==> src/rtl/prbs_pat_pkg.sv <==
// Shared constants and pattern math for the PRBS test engine.
// Assumes a fixed 32-bit word. The history kept per stream is 33 bits:
// the latest word plus one older bit, which is what the square wave needs.
package prbs_pat_pkg;

    localparam int WORD_W = 32;
    localparam int HIST_W = WORD_W + 1;

    localparam logic [2:0] PAT_P7  = 3'd0;
    localparam logic [2:0] PAT_P15 = 3'd1;
    localparam logic [2:0] PAT_P23 = 3'd2;
    localparam logic [2:0] PAT_P31 = 3'd3;
    localparam logic [2:0] PAT_HF  = 3'd4;
    localparam logic [2:0] PAT_LF  = 3'd5;

    localparam logic [WORD_W-1:0] HF_WORD = 32'hAAAA_AAAA;

    // True for the four pseudo-random codes
    function automatic logic is_prbs(input logic [2:0] sel);
        return (sel[2] == 1'b0);
    endfunction

    // History to load on restart: all ones for the shift registers,
    // all zeros for the square wave so that it begins with the ones
    function automatic logic [HIST_W-1:0] seed_hist(input logic [2:0] sel);
        return (sel == PAT_LF) ? '0 : '1;
    endfunction

    // False when a shift register state is all zero and so predicts nothing
    function automatic logic live_state(input logic [2:0] sel, input logic [HIST_W-1:0] h);
        logic ok;
        case (sel)
            PAT_P7:  ok = |h[6:0];
            PAT_P15: ok = |h[14:0];
            PAT_P23: ok = |h[22:0];
            PAT_P31: ok = |h[30:0];
            default: ok = 1'b1;
        endcase
        return ok;
    endfunction

    // Next word of the selected pattern, computed from the stream history.
    // h[0] is the most recent bit; the earliest bit of the result goes in bit 31.
    function automatic logic [WORD_W-1:0] next_word(input logic [2:0] sel,
                                                    input logic [HIST_W-1:0] h);
        logic [WORD_W-1:0] w;
        logic [30:0]       s;
        logic [4:0]        tn;
        logic [4:0]        tm;
        logic              nb;
        w  = '0;
        s  = h[30:0];
        tn = 5'd7;
        tm = 5'd6;
        case (sel)
            PAT_P15: begin tn = 5'd15; tm = 5'd14; end
            PAT_P23: begin tn = 5'd23; tm = 5'd18; end
            PAT_P31: begin tn = 5'd31; tm = 5'd28; end
            default: ;
        endcase
        if (is_prbs(sel)) begin
            for (int i = 0; i < WORD_W; i++) begin
                nb = s[tn - 5'd1] ^ s[tm - 5'd1];
                s  = {s[29:0], nb};
                w[WORD_W-1-i] = nb;
            end
        end else if (sel == PAT_LF) begin
            // each bit is the inverse of the bit 33 places earlier
            for (int k = 0; k < WORD_W; k++) begin
                w[k] = ~h[k+1];
            end
        end else begin
            w = HF_WORD;
        end
        return w;
    endfunction

endpackage

==> src/rtl/sat_err_counter.sv <==
// Saturating event counter with a synchronous clear.
// Assumes at most one event per clock. Clear wins over an event on the same clock.
module sat_err_counter #(
    parameter int CNT_W = 16
) (
    input  logic             clk,
    input  logic             rst_n,
    input  logic             clr,
    input  logic             inc,
    output logic [CNT_W-1:0] count
);

    localparam logic [CNT_W-1:0] CNT_MAX = '1;

    // Count events, stop at all ones, zero on clear
    always_ff @(posedge clk) begin
        if (!rst_n) begin
            count <= '0;
        end else if (clr) begin
            count <= '0;
        end else if (inc && count != CNT_MAX) begin
            count <= count + 1'b1;
        end
    end


    clr_zero_chk: assert property (@(posedge clk) disable iff (!rst_n)
        clr |=> (count == '0));


    sat_hold_chk: assert property (@(posedge clk) disable iff (!rst_n)
        (!clr && count == CNT_MAX) |=> (count == CNT_MAX));


    single_step_chk: assert property (@(posedge clk) disable iff (!rst_n)
        !clr |=> (count == $past(count) || count == $past(count) + 1'b1));

endmodule

==> src/rtl/prbs_tx_gen.sv <==
// Transmit side: produces one pattern word per clock while running.
// Assumes restart is a one-clock pulse raised when the pattern code changes.
// An insert request while running inverts bit 0 of the outgoing word.
module prbs_tx_gen
    import prbs_pat_pkg::*;
(
    input  logic              clk,
    input  logic              rst_n,
    input  logic [2:0]        pat_sel,
    input  logic              restart,
    input  logic              run,
    input  logic              insert_req,
    output logic [WORD_W-1:0] tx_data
);

    logic [HIST_W-1:0] hist;
    logic [HIST_W-1:0] hist_base;
    logic [WORD_W-1:0] pred;

    // Pick the starting history: the fresh seed on restart, else the stored one
    always_comb begin
        hist_base = restart ? seed_hist(pat_sel) : hist;
        pred      = next_word(pat_sel, hist_base);
    end

    // Advance the pattern and register the outgoing word
    always_ff @(posedge clk) begin
        if (!rst_n) begin
            hist    <= seed_hist(pat_sel);
            tx_data <= '0;
        end else if (run) begin
            hist    <= {hist_base[0], pred};
            tx_data <= pred ^ {{(WORD_W-1){1'b0}}, insert_req};
        end else begin
            hist    <= hist_base;
            tx_data <= '0;
        end
    end


    idle_zero_chk: assert property (@(posedge clk) disable iff (!rst_n)
        !run |=> (tx_data == '0));


    hf_word_chk: assert property (@(posedge clk) disable iff (!rst_n)
        (run && pat_sel == PAT_HF) |=>
            (tx_data == (HF_WORD ^ {{(WORD_W-1){1'b0}}, $past(insert_req)})));

endmodule

==> src/rtl/prbs_rx_chk.sv <==
// Receive side: self-seeding pattern checker with lock tracking.
// Before lock, each word is predicted from the received history, and
// SYNC_GOOD matches in a row give lock. After lock, the expected stream runs
// on its own and SYNC_LOSS mismatches in a row drop lock.
// Assumes en marks the clocks that carry a valid received word.
module prbs_rx_chk
    import prbs_pat_pkg::*;
#(
    parameter int SYNC_GOOD = 4,
    parameter int SYNC_LOSS = 8
) (
    input  logic              clk,
    input  logic              rst_n,
    input  logic [2:0]        pat_sel,
    input  logic              restart,
    input  logic              en,
    input  logic [WORD_W-1:0] rx_data,
    output logic              in_sync,
    output logic              err_hit
);

    localparam int GOOD_W = $clog2(SYNC_GOOD + 1);
    localparam int LOSS_W = $clog2(SYNC_LOSS + 1);
    localparam logic [GOOD_W-1:0] GOOD_LAST = GOOD_W'(SYNC_GOOD - 1);
    localparam logic [LOSS_W-1:0] LOSS_LAST = LOSS_W'(SYNC_LOSS - 1);

    logic [HIST_W-1:0] hist;
    logic [GOOD_W-1:0] good_cnt;
    logic [LOSS_W-1:0] bad_cnt;
    logic              sync_q;
    logic [WORD_W-1:0] exp_w;
    logic              differ;
    logic              match;

    // Predict the current word and compare
    always_comb begin
        exp_w   = next_word(pat_sel, hist);
        differ  = (rx_data != exp_w);
        match   = !differ && live_state(pat_sel, hist);
        err_hit = en && sync_q && !restart && differ;
    end

    // Track history and the lock state machine
    always_ff @(posedge clk) begin
        if (!rst_n) begin
            hist     <= '0;
            good_cnt <= '0;
            bad_cnt  <= '0;
            sync_q   <= 1'b0;
        end else if (restart) begin
            hist     <= '0;
            good_cnt <= '0;
            bad_cnt  <= '0;
            sync_q   <= 1'b0;
        end else if (en) begin
            if (sync_q) begin
                hist <= {hist[0], exp_w};
                if (differ) begin
                    if (bad_cnt == LOSS_LAST) begin
                        sync_q   <= 1'b0;
                        bad_cnt  <= '0;
                        good_cnt <= '0;
                    end else begin
                        bad_cnt <= bad_cnt + 1'b1;
                    end
                end else begin
                    bad_cnt <= '0;
                end
            end else begin
                hist <= {hist[0], rx_data};
                if (match) begin
                    if (good_cnt == GOOD_LAST) begin
                        sync_q   <= 1'b1;
                        good_cnt <= '0;
                        bad_cnt  <= '0;
                    end else begin
                        good_cnt <= good_cnt + 1'b1;
                    end
                end else begin
                    good_cnt <= '0;
                end
            end
        end
    end

    assign in_sync = sync_q;


    restart_unlock_chk: assert property (@(posedge clk) disable iff (!rst_n)
        restart |=> !in_sync);


    lock_needs_word_chk: assert property (@(posedge clk) disable iff (!rst_n)
        $rose(in_sync) |-> $past(en && !restart && match));


    unlock_cause_chk: assert property (@(posedge clk) disable iff (!rst_n)
        $fell(in_sync) |-> ($past(restart) || $past(bad_cnt) == LOSS_LAST));

endmodule

==> src/rtl/prbs_pattern_engine.sv <==
// Top of the PRBS test engine: generator, self-seeding checker and the
// inserted/detected error counters. The receive stream is qualified by
// run_en delayed one clock, matching a single-register loopback.
module prbs_pattern_engine
    import prbs_pat_pkg::*;
#(
    parameter int CNT_W     = 16,
    parameter int SYNC_GOOD = 4,
    parameter int SYNC_LOSS = 8
) (
    input  logic              clk,
    input  logic              rst_n,
    input  logic [2:0]        pat_sel,
    input  logic              run_en,
    input  logic              insert_req,
    input  logic              clear_req,
    output logic [WORD_W-1:0] tx_data,
    input  logic [WORD_W-1:0] rx_data,
    output logic              in_sync,
    output logic [CNT_W-1:0]  det_errs,
    output logic [CNT_W-1:0]  ins_errs
);

    logic [2:0] sel_q;
    logic       run_q;
    logic       restart;
    logic       err_hit;
    logic       ins_take;

    // Remember the last code and the run state for change and qualify logic
    always_ff @(posedge clk) begin
        if (!rst_n) begin
            sel_q <= pat_sel;
            run_q <= 1'b0;
        end else begin
            sel_q <= pat_sel;
            run_q <= run_en;
        end
    end

    // Derive the restart pulse and accepted inserts
    always_comb begin
        restart  = (pat_sel != sel_q);
        ins_take = insert_req && run_en;
    end

    prbs_tx_gen u_gen (
        .clk        (clk),
        .rst_n      (rst_n),
        .pat_sel    (pat_sel),
        .restart    (restart),
        .run        (run_en),
        .insert_req (insert_req),
        .tx_data    (tx_data)
    );

    prbs_rx_chk #(
        .SYNC_GOOD (SYNC_GOOD),
        .SYNC_LOSS (SYNC_LOSS)
    ) u_chk (
        .clk     (clk),
        .rst_n   (rst_n),
        .pat_sel (pat_sel),
        .restart (restart),
        .en      (run_q),
        .rx_data (rx_data),
        .in_sync (in_sync),
        .err_hit (err_hit)
    );

    sat_err_counter #(.CNT_W(CNT_W)) u_det_cnt (
        .clk   (clk),
        .rst_n (rst_n),
        .clr   (clear_req),
        .inc   (err_hit),
        .count (det_errs)
    );

    sat_err_counter #(.CNT_W(CNT_W)) u_ins_cnt (
        .clk   (clk),
        .rst_n (rst_n),
        .clr   (clear_req),
        .inc   (ins_take),
        .count (ins_errs)
    );


    ins_ignored_chk: assert property (@(posedge clk) disable iff (!rst_n)
        (!run_en && !clear_req) |=> $stable(ins_errs));

endmodule

==> config.mk <==
export PLATFORM = sky130hd
export DESIGN_NAME = prbs_pattern_engine
export DESIGN_NICKNAME = d
export VERILOG_FILES = /design/src/rtl/prbs_pat_pkg.sv /design/src/rtl/sat_err_counter.sv /design/src/rtl/prbs_tx_gen.sv /design/src/rtl/prbs_rx_chk.sv /design/src/rtl/prbs_pattern_engine.sv
export SDC_FILE = /design/constraint.sdc
export NUM_CORES = 1
export LEC_CHECK = 0
export ABC_AREA = 1
export BUFFER_PORTS_ARGS = -buffer_cell sky130_fd_sc_hd__clkbuf_2
export CAP_MARGIN = 20
export CORE_ASPECT_RATIO = 2
export CORE_MARGIN = 2
export CORE_UTILIZATION = 50
export CTS_CLUSTER_DIAMETER = 50
export DETAILED_ROUTE_END_ITERATION = 8
export GPL_TIMING_DRIVEN = 0
export HOLD_SLACK_MARGIN = 0.15
export PLACE_DENSITY = 0.82
export SYNTH_ARGS = -nofsm -noshare
export SYNTH_HDL_FRONTEND = slang
export SYNTH_SLANG_ARGS = --single-unit
==> constraint.sdc <==
create_clock -name clk -period 4.6 [get_ports clk]
set_input_delay 0.92 -clock clk [delete_from_list [all_inputs] [get_ports clk]]
set_output_delay 0.92 -clock clk [all_outputs]
set_load 0.05 [all_outputs]
==> results of run 1 <==
[cells by family after synthesis]
kind of cell	count (synthesis)	synth area share, %
xor gates and xnor gates	32	2.683
DFF	142	21.47
buffers and inverters	391	12.69
and+or+nand+nor	1198	40.81
muxes	2	0.1512
adders and majority gates	4	0.3779
AOI/OAI and AO/OA	473	21.83
[metrics by stage]
stage | cells | instance area (um^2)
floorplan | 2242 | 13240
global placement | 2690 | 14190
detailed placement | 2690 | 14190
CTS | 2872 | 18040
[repair_timing]
| action | CTS |
|---|---|
| gates resized for setup | 500 |
| buffers inserted | 145 |
| gates cloned | 6 |
| endpoints found under the hold margin | 0 |
| pin swaps | 105 |
| setup endpoints to repair | 71 |
[routing by layer]
metal  GRT usage (%)  GRT overflow
met1           66.18             2
met2           94.32           295
met3           47.81             3
met4           71.61           152
met5           10.71             2
==> results.md, run 1 <==
* Root Buffer: clkbuf_16
* Syn Inst Count at 2242
* Die height at 234.2 um
* TritonCTS buffer count at 17
* Yosys top cell area share at 21.47%
* Top-count cell post-synth: nand2_1
* DIE WIDTH at 119.1 um
* Number of core rows at 84
* Cell area after synthesis at 13240 um^2
* Post-synthesis sequential area ratio at 21.47%
* Net Count, Synth at 2286
* Initial Util at 50.60%
* Vias in the first global route at 21210
* Dpl ws at -1.965 ns
* Total track usage at 69.48%
* Largest net degree at the start of global routing at 17
* Commonest cells post-synth: nand2_1, inv_1, nand3_1
* Avg Cell Area, Syn at 5.907 um^2
* Synthesis Warnings at 0
* Post-synth EDFFs at 0
* Unique masters post-synth at 66
* CTS max path bufs at 2
* Cell taking the most area after synthesis: dfxtp_1
* Most used flip-flop cell after synthesis: dfxtp_1
* GRT Residual Overflow at 454
* Cells taking the most area after synthesis: dfxtp_1, nand2_1, nand3_1
* First-pass GRT wire length at 149.8 mm
* Failed at: global routing (5_1_grt)
* CTS Hold Bufs at 0
* Hpwl dp at 56.49 mm
* CTS sink count at 142
* Stop Error: [ERROR GRT-0116] Global routing finished with congestion. Check the congestion regions in the DRC Viewer.
* Routability-driven placement congestion ratio at 1.185
* I/O Buffers at 104
* Register bit count reported by yosys at 142
* H-tree levels at 4
* FFs w/ async S/R, synth at 0%
* Status: stopped before the end
* IO Pins at 105
==> inputs of run 2 (changes only) <==
--- a/config.mk
+++ b/config.mk
@@ -8,14 +8,11 @@
 export ABC_AREA = 1
 export BUFFER_PORTS_ARGS = -buffer_cell sky130_fd_sc_hd__clkbuf_2
 export CAP_MARGIN = 20
-export CORE_ASPECT_RATIO = 2
 export CORE_MARGIN = 2
-export CORE_UTILIZATION = 50
-export CTS_CLUSTER_DIAMETER = 50
+export CORE_UTILIZATION = 35
 export DETAILED_ROUTE_END_ITERATION = 8
 export GPL_TIMING_DRIVEN = 0
-export HOLD_SLACK_MARGIN = 0.15
-export PLACE_DENSITY = 0.82
+export PLACE_DENSITY_LB_ADDON = 0.15
 export SYNTH_ARGS = -nofsm -noshare
 export SYNTH_HDL_FRONTEND = slang
 export SYNTH_SLANG_ARGS = --single-unit
==> constraint.sdc (replaced) <==
create_clock -name clk -period 6 [get_ports clk]
set_input_delay 1.2 -clock clk [delete_from_list [all_inputs] [get_ports clk]]
set_output_delay 1.2 -clock clk [all_outputs]
set_load 0.05 [all_outputs]
==> results.md, run 2 <==
* Status: completed
* Hpwl dp at 53.66 mm
* Area Overhead vs Synth at 16.13%
* Worst Tran Pin Value at 0.7964 ns
* Largest regs: u_chk.hist (33), u_gen.hist (33), u_gen.tx_data (32)
* First-pass GRT wire length at 99.07 mm
* Vias per inst at 5.702
* Vias at 16550
* Clock power share at 25.7%
* FF-to-FF End: u_chk.bad_cnt[0]
* Net Count, Synth at 2286
* Largest net degree at the start of global routing at 17
* Top-count cell post-synth: nand2_1
* Worst Setup SP: pat_sel[1]
* Worst setup EP type: flip-flop
* Avg Cell Area, Syn at 5.907 um^2
* Data required time of the worst path at 6.32 ns
* FFs w/ async S/R, synth at 0%
* Cell taking the most area after synthesis: dfxtp_1
* DR iter-0 viols at 1880
* Power, Total at 3.878 mW
* DR WL/cell at 23.11 um
* P_int at 2.063 mW
* Cells taking the most area after synthesis: dfxtp_1, nand2_1, nand3_1
* Worst hold path depth at 2
* Most used flip-flop cell after synthesis: dfxtp_1
* Clk pin slew, worst setup/hold paths at 0.07 ns
* Cell area after synthesis at 13240 um^2
* Post-route setup TNS at 0 ns
* Initial Util at 35.32%
* Crit share post-route at 97.63%
* Critical Path End: u_gen.hist[1]
* Leakage at 7.101 nW
* Placeable Area at 37490 um^2
* Mux share of post-synthesis cell area at 0.1512%
* Diodes inserted at 0
* Routed Antenna Nets at 0
* Maximum vdd ir drop at 181.7 uV
* Max incr delay on CP at 0.35 ns
* TritonCTS buffer count at 17
* Flop2flop setup slack at 1.01 ns
* H-tree levels at 4
* Total track usage at 33.95%
* Final net count at 2424
* Vias in the first global route at 15360
* Register bit count reported by yosys at 142
* Reg2reg path depth at 39
* Delay-heaviest family, CP: buffers and inverters
* GRT Residual Overflow at 0
* Fillcell total at 4252
* Fin. Hold Viols at 0
* Critical path buffer and inverter count at 15
* Die height at 198.5 um
* DIE WIDTH at 198.5 um
* CTS Hold Bufs at 0
* Reg power frac at 26.2%
* CTS max path bufs at 2
* Most common cell after layout, fill and taps aside: nand2_1
* Worst Hold Class: reg -> reg
* Switching part of the total at 46.79%
* Slew Limit Fails at 0
* Post-Route Skew at 0.01563 ns
* Antenna violations before repair at 0
* Worst EP arrival at 6.18 ns
* Gate power share at 48.1%
* Most frequent cells in the layout: nand2_1, inv_1, nand3_1
* Area occupied by multi-input gates at 9005 um^2
* CP Launch Type: input port
* DIE AREA at 39410 um^2
* Post-Place Cell Area at 14400 um^2
* Minimum clock period at 5.858 ns
* Unique masters post-synth at 66
* Synthesis Warnings at 0
* Reg-to-reg startpoint: u_chk.hist[0]
* Routability-driven placement congestion ratio at 1.021
* Setup violations, final at 0
* Slew HR at 46.35%
* Post-synth EDFFs at 0
* Stages on worst setup path at 26
* Compound-Gate Fraction of Synth Area at 21.83%
* Post-Synth Adder-Cell Area at 0.3779%
* Detailed Route WL at 67.10 mm
* TritonRoute pass-1 iters at 6
* Post-Synth Simple-Gate Area at 40.81%
* Slowest CP cell: buf_2
* Critical path peak fanout at 10
* Yosys top cell area share at 21.47%
* Number of core rows at 71
* # DRC at 0
* Synth Area in XOR/XNOR at 2.683%
* Post-synthesis sequential area ratio at 21.47%
* Max Clk Rate at 0.1707 GHz
* Commonest cells post-synth: nand2_1, inv_1, nand3_1
* Crit path kind: in -> reg
* Main combinational cell family by area after synthesis: simple AND/OR/NAND/NOR gates
* IO Pins at 105
* Final instance area at 15380 um^2
* Syn Inst Count at 2242
* Share of cells above drive strength 1 at 16.97%
* Root Buffer: clkbuf_16
* CTS tree: done
* CTS sink count at 142
* Power density cells at 252.2 nW/um^2
* Net switching power at 1.815 mW
* I/O Buffers at 104
* Worst-skew pair later-pin latency at 0.44 ns
* Register area at 2843 um^2
* Max_cap viols at 0
## run 2: cell counts after synthesis
Identical to the previous run, type by type.
## run 2: cell type report
cell class / instances / area share (%)
Tap cell: 511 / 4.158
Timing Repair Buffer: 119 / 4.133
Buffer: 131 / 4.646
Sequential cell: 142 / 18.49
Multi-Input combinational cell: 1709 / 58.56
Inverter: 260 / 6.411
Clock buffer: 17 / 2.766
Clock inverter: 14 / 0.8461
## run 2: stage by stage
stage / hold slack (ns) / instances / setup slack, ns / utilization (%)
4_1_cts: 0.4487 / 2888 / 0.001906 / 39.93
5_1_grt: 0.4679 / 2903 / -0.03067 / 41.02
3_5_place_dp: 0.4380 / 2857 / -0.7630 / 38.42
6_report: 0.4475 / 2903 / 0.1425 / 41.02
2_1_floorplan: 0.4248 / 2242 / 1.323 / -
3_3_place_gp: 0.4346 / 2857 / -0.9133 / 38.42
## run 2: worst min path at each step
stage	from	end	slack [ns]
after floorplan	u_chk.good_cnt[2]	u_chk.good_cnt[2]	0.42
after detailed placement	u_chk.good_cnt[2]	u_chk.good_cnt[2]	0.44
after global placement	u_chk.good_cnt[2]	u_chk.good_cnt[2]	0.43
after global routing	u_chk.good_cnt[2]	u_chk.good_cnt[2]	0.47
final	u_chk.good_cnt[2]	u_chk.good_cnt[2]	0.45
after CTS	u_chk.good_cnt[2]	u_chk.good_cnt[2]	0.45
## run 2: timing repair
| item | in CTS | in global routing |
|---|---|---|
| resized for setup | 4 | 63 |
| endpoints found under the hold margin | 0 | 0 |
| pin swaps | 0 | 8 |
| setup buffers | 0 | 15 |
| setup endpoints to repair | 9 | 43 |
| cloned | 0 | 0 |
## run 2: power by group through the flow
| stage | registers (mW) | clock network (mW) | logic [mW] |
|---|---|---|---|
| 2_1_floorplan | 1.10 | 0 | 1.04 |
| 3_3_place_gp | 1.03 | 0 | 1.69 |
| 3_5_place_dp | 1.04 | 0 | 1.69 |
| 4_1_cts | 1.02 | 1.03 | 1.70 |
| 5_1_grt | 1.02 | 1.06 | 2.00 |
| 6_report | 1.02 | 0.997 | 1.86 |
## run 2: cells by family after synthesis
kind of cell             Yosys count
multiplexers                       2
adder cells (fa/ha/maj)            4
AO/OA/AOI/OAI                    473
buffers and inverters            391
flip-flops                       142
XOR/XNOR                          32
AND/OR/NAND/NOR                 1198
## run 2: tightest hold or removal path, cell delays in order, from the launching register on
cell and delay (ns):
dfxtp_1 0.31, nand2_1 0.06, nor2_1 0.04
## run 2: layer usage
layer  global-route usage, %  vias up  share of wire, %
li1                        -     7736                 -
met1                   47.23     7854                45
met2                   51.01      859                42
met3                   9.919      104                11
met4                   8.872        0               2.4
met5                       0        -                 0
Power figures use the tool's default switching activity.
==> inputs of run 3 (changes only) <==
--- a/config.mk
+++ b/config.mk
@@ -7,7 +7,7 @@
 export LEC_CHECK = 0
 export ABC_AREA = 1
 export BUFFER_PORTS_ARGS = -buffer_cell sky130_fd_sc_hd__clkbuf_2
-export CAP_MARGIN = 20
+export CORE_ASPECT_RATIO = 1.25
 export CORE_MARGIN = 2
 export CORE_UTILIZATION = 35
 export DETAILED_ROUTE_END_ITERATION = 8
==> results.md, run 3 (synthesized netlist as in run 2, its figures left out) <==
* I/O Buffers at 104
* DR iter-0 viols at 1456
* Root Buffer: clkbuf_16
* CTS max path bufs at 2
* Leakage at 7.017 nW
* H-tree levels at 4
* Total track usage at 34.49%
* Antenna violations before repair at 0
* Crit path kind: in -> reg
* GRT Residual Overflow at 0
* DIE WIDTH at 178.0 um
* Final core occ at 40.62%
* IO Pins at 105
* Status: completed
* Post-route setup TNS at 0 ns
* Area Overhead vs Synth at 14.31%
* Detailed Route WL at 68.01 mm
* Worst setup EP type: flip-flop
* Worst EP arrival at 6.19 ns
* Setup violations, final at 0
* Met2 Resource Use GR at 56.51%
* Largest net degree at the start of global routing at 17
* CP Launch Type: input port
* Worst Hold Class: reg -> reg
* CTS tree: done
* Max Clk Rate at 0.1716 GHz
* Vias in the first global route at 15720
* Clk pin slew, worst setup/hold paths at 0.06 ns
* TritonCTS buffer count at 17
* Global-route met1 utilization at 38.16%
* Slew HR at 14.01%
* Number of core rows at 79
* Fin. Hold Viols at 0
* Hold Slack at 0.4459 ns
* TritonRoute pass-1 iters at 6
* Vias per inst at 5.711
* Crit share post-route at 97.13%
* Worst Tran Pin Value at 1.285 ns
* Final net count at 2412
* Placeable Area at 37260 um^2
* Share of cells above drive strength 1 at 15.79%
* Slew Limit Fails at 0
* DIE AREA at 39420 um^2
* # DRC at 0
* Most frequent cell on the critical path: nand2_1
* Most common cell after layout, fill and taps aside: nand2_1
* GRT busiest layer: met2
* Dpl ws at -0.6089 ns
* Data required time of the worst path at 6.37 ns
* RSZ-0062 raised after global routing: true
* Largest regs: u_chk.hist (33), u_gen.hist (33), u_gen.tx_data (32)
* Power, Total at 3.838 mW
* Final instance area at 15140 um^2
* Die height at 221.5 um
* Max_cap viols at 0
* Worst-skew pair later-pin latency at 0.47 ns
* Routed Antenna Nets at 0
* Vias at 16380
* DR WL/cell at 23.71 um
* Critical path peak fanout at 10
* Minimum clock period at 5.828 ns
* Post-Route Skew at 0.01220 ns
* Routability-driven placement congestion ratio at 1.010
* Placed cell count at 2832
* Power density cells at 253.5 nW/um^2
* Most frequent cells in the layout: nand2_1, inv_1, nand3_1
* Max incr delay on CP at 0.34 ns
* Initial Util at 35.54%
* Slowest CP cell: clkbuf_4
* Post-Place Cell Area at 14370 um^2
* Setup WS post-layout at 0.1723 ns
* First-pass GRT wire length at 99.95 mm
* Maximum vdd ir drop at 209.8 uV
* CTS sink count at 142
* GR Util met3 at 5.945%
* Non-filler cells, final at 2868
* Hpwl dp at 54.40 mm
## run 3: cell count changes in the layout (fill, tap and decap cells not counted), moves of 3 or more
| cell | previous run | this run |
|---|---|---|
| xor2_2 | 1 | 4 |
| a21oi_1 | 127 | 130 |
| buf_4 | 30 | 19 |
| nand2_1 | 703 | 706 |
| nand3_1 | 219 | 230 |
| clkinv_2 | 0 | 3 |
| nand3_2 | 35 | 24 |
| inv_6 | 5 | 2 |
| xor2_4 | 4 | 1 |
| a21oi_2 | 4 | 1 |
## run 3: power by group
part / switching, mW / leakage (nW) / total [mW] / internal, mW
logic: 1.27 / 5.59 / 1.77 / 0.500
clock network: 0.473 / 0.261 / 1.05 / 0.579
registers: 0.0209 / 1.16 / 1.02 / 0.995
## run 3: area by class of cell
type	instances	area (um^2)
clock buffers	19	442.9
fillers	4153	22130
repair buffers	108	550.5
clock inverters	13	117.6
plain buffers	130	710.7
flip-flops and latches	142	2843
well taps	486	608.1
inverters	260	983.4
diodes	1	2.502
multi-input cells	1709	8880
## run 3: worst max-delay path: cells and delay by family
kind,cells,cell delay [ns]
AND/OR/NAND/NOR,16,2.01
XOR/XNOR,4,1.09
AO/OA/AOI/OAI,6,1.07
buffers and inverters,4,0.79
## run 3: path summary, 6_finish.rpt
check,from,to,slack [ns],depth (start not counted)
max,pat_sel[0],u_gen.hist[3],0.17,30
min reg2reg,u_chk.good_cnt[2],u_chk.good_cnt[2],0.45,2
max reg2reg,u_chk.hist[0],u_det_cnt.count[14],0.89,38
min,u_chk.good_cnt[2],u_chk.good_cnt[2],0.45,2
## run 3: repair_timing
action | in CTS | in global routing
cloned | 0 | 0
setup endpoints to repair | 8 | 40
setup buffers | 0 | 4
gates resized for setup | 3 | 38
pin swaps | 0 | 4
hold buffers | 0 | 0
hold endpoints to repair | 0 | 0
## run 3: routing by layer
metal | share of wire [%] | vias to the layer above
li1 | - | 7716
met2 | 46 | 812
met3 | 6.5 | 275
met5 | 0 | -
met4 | 10 | 0
met1 | 37 | 7577
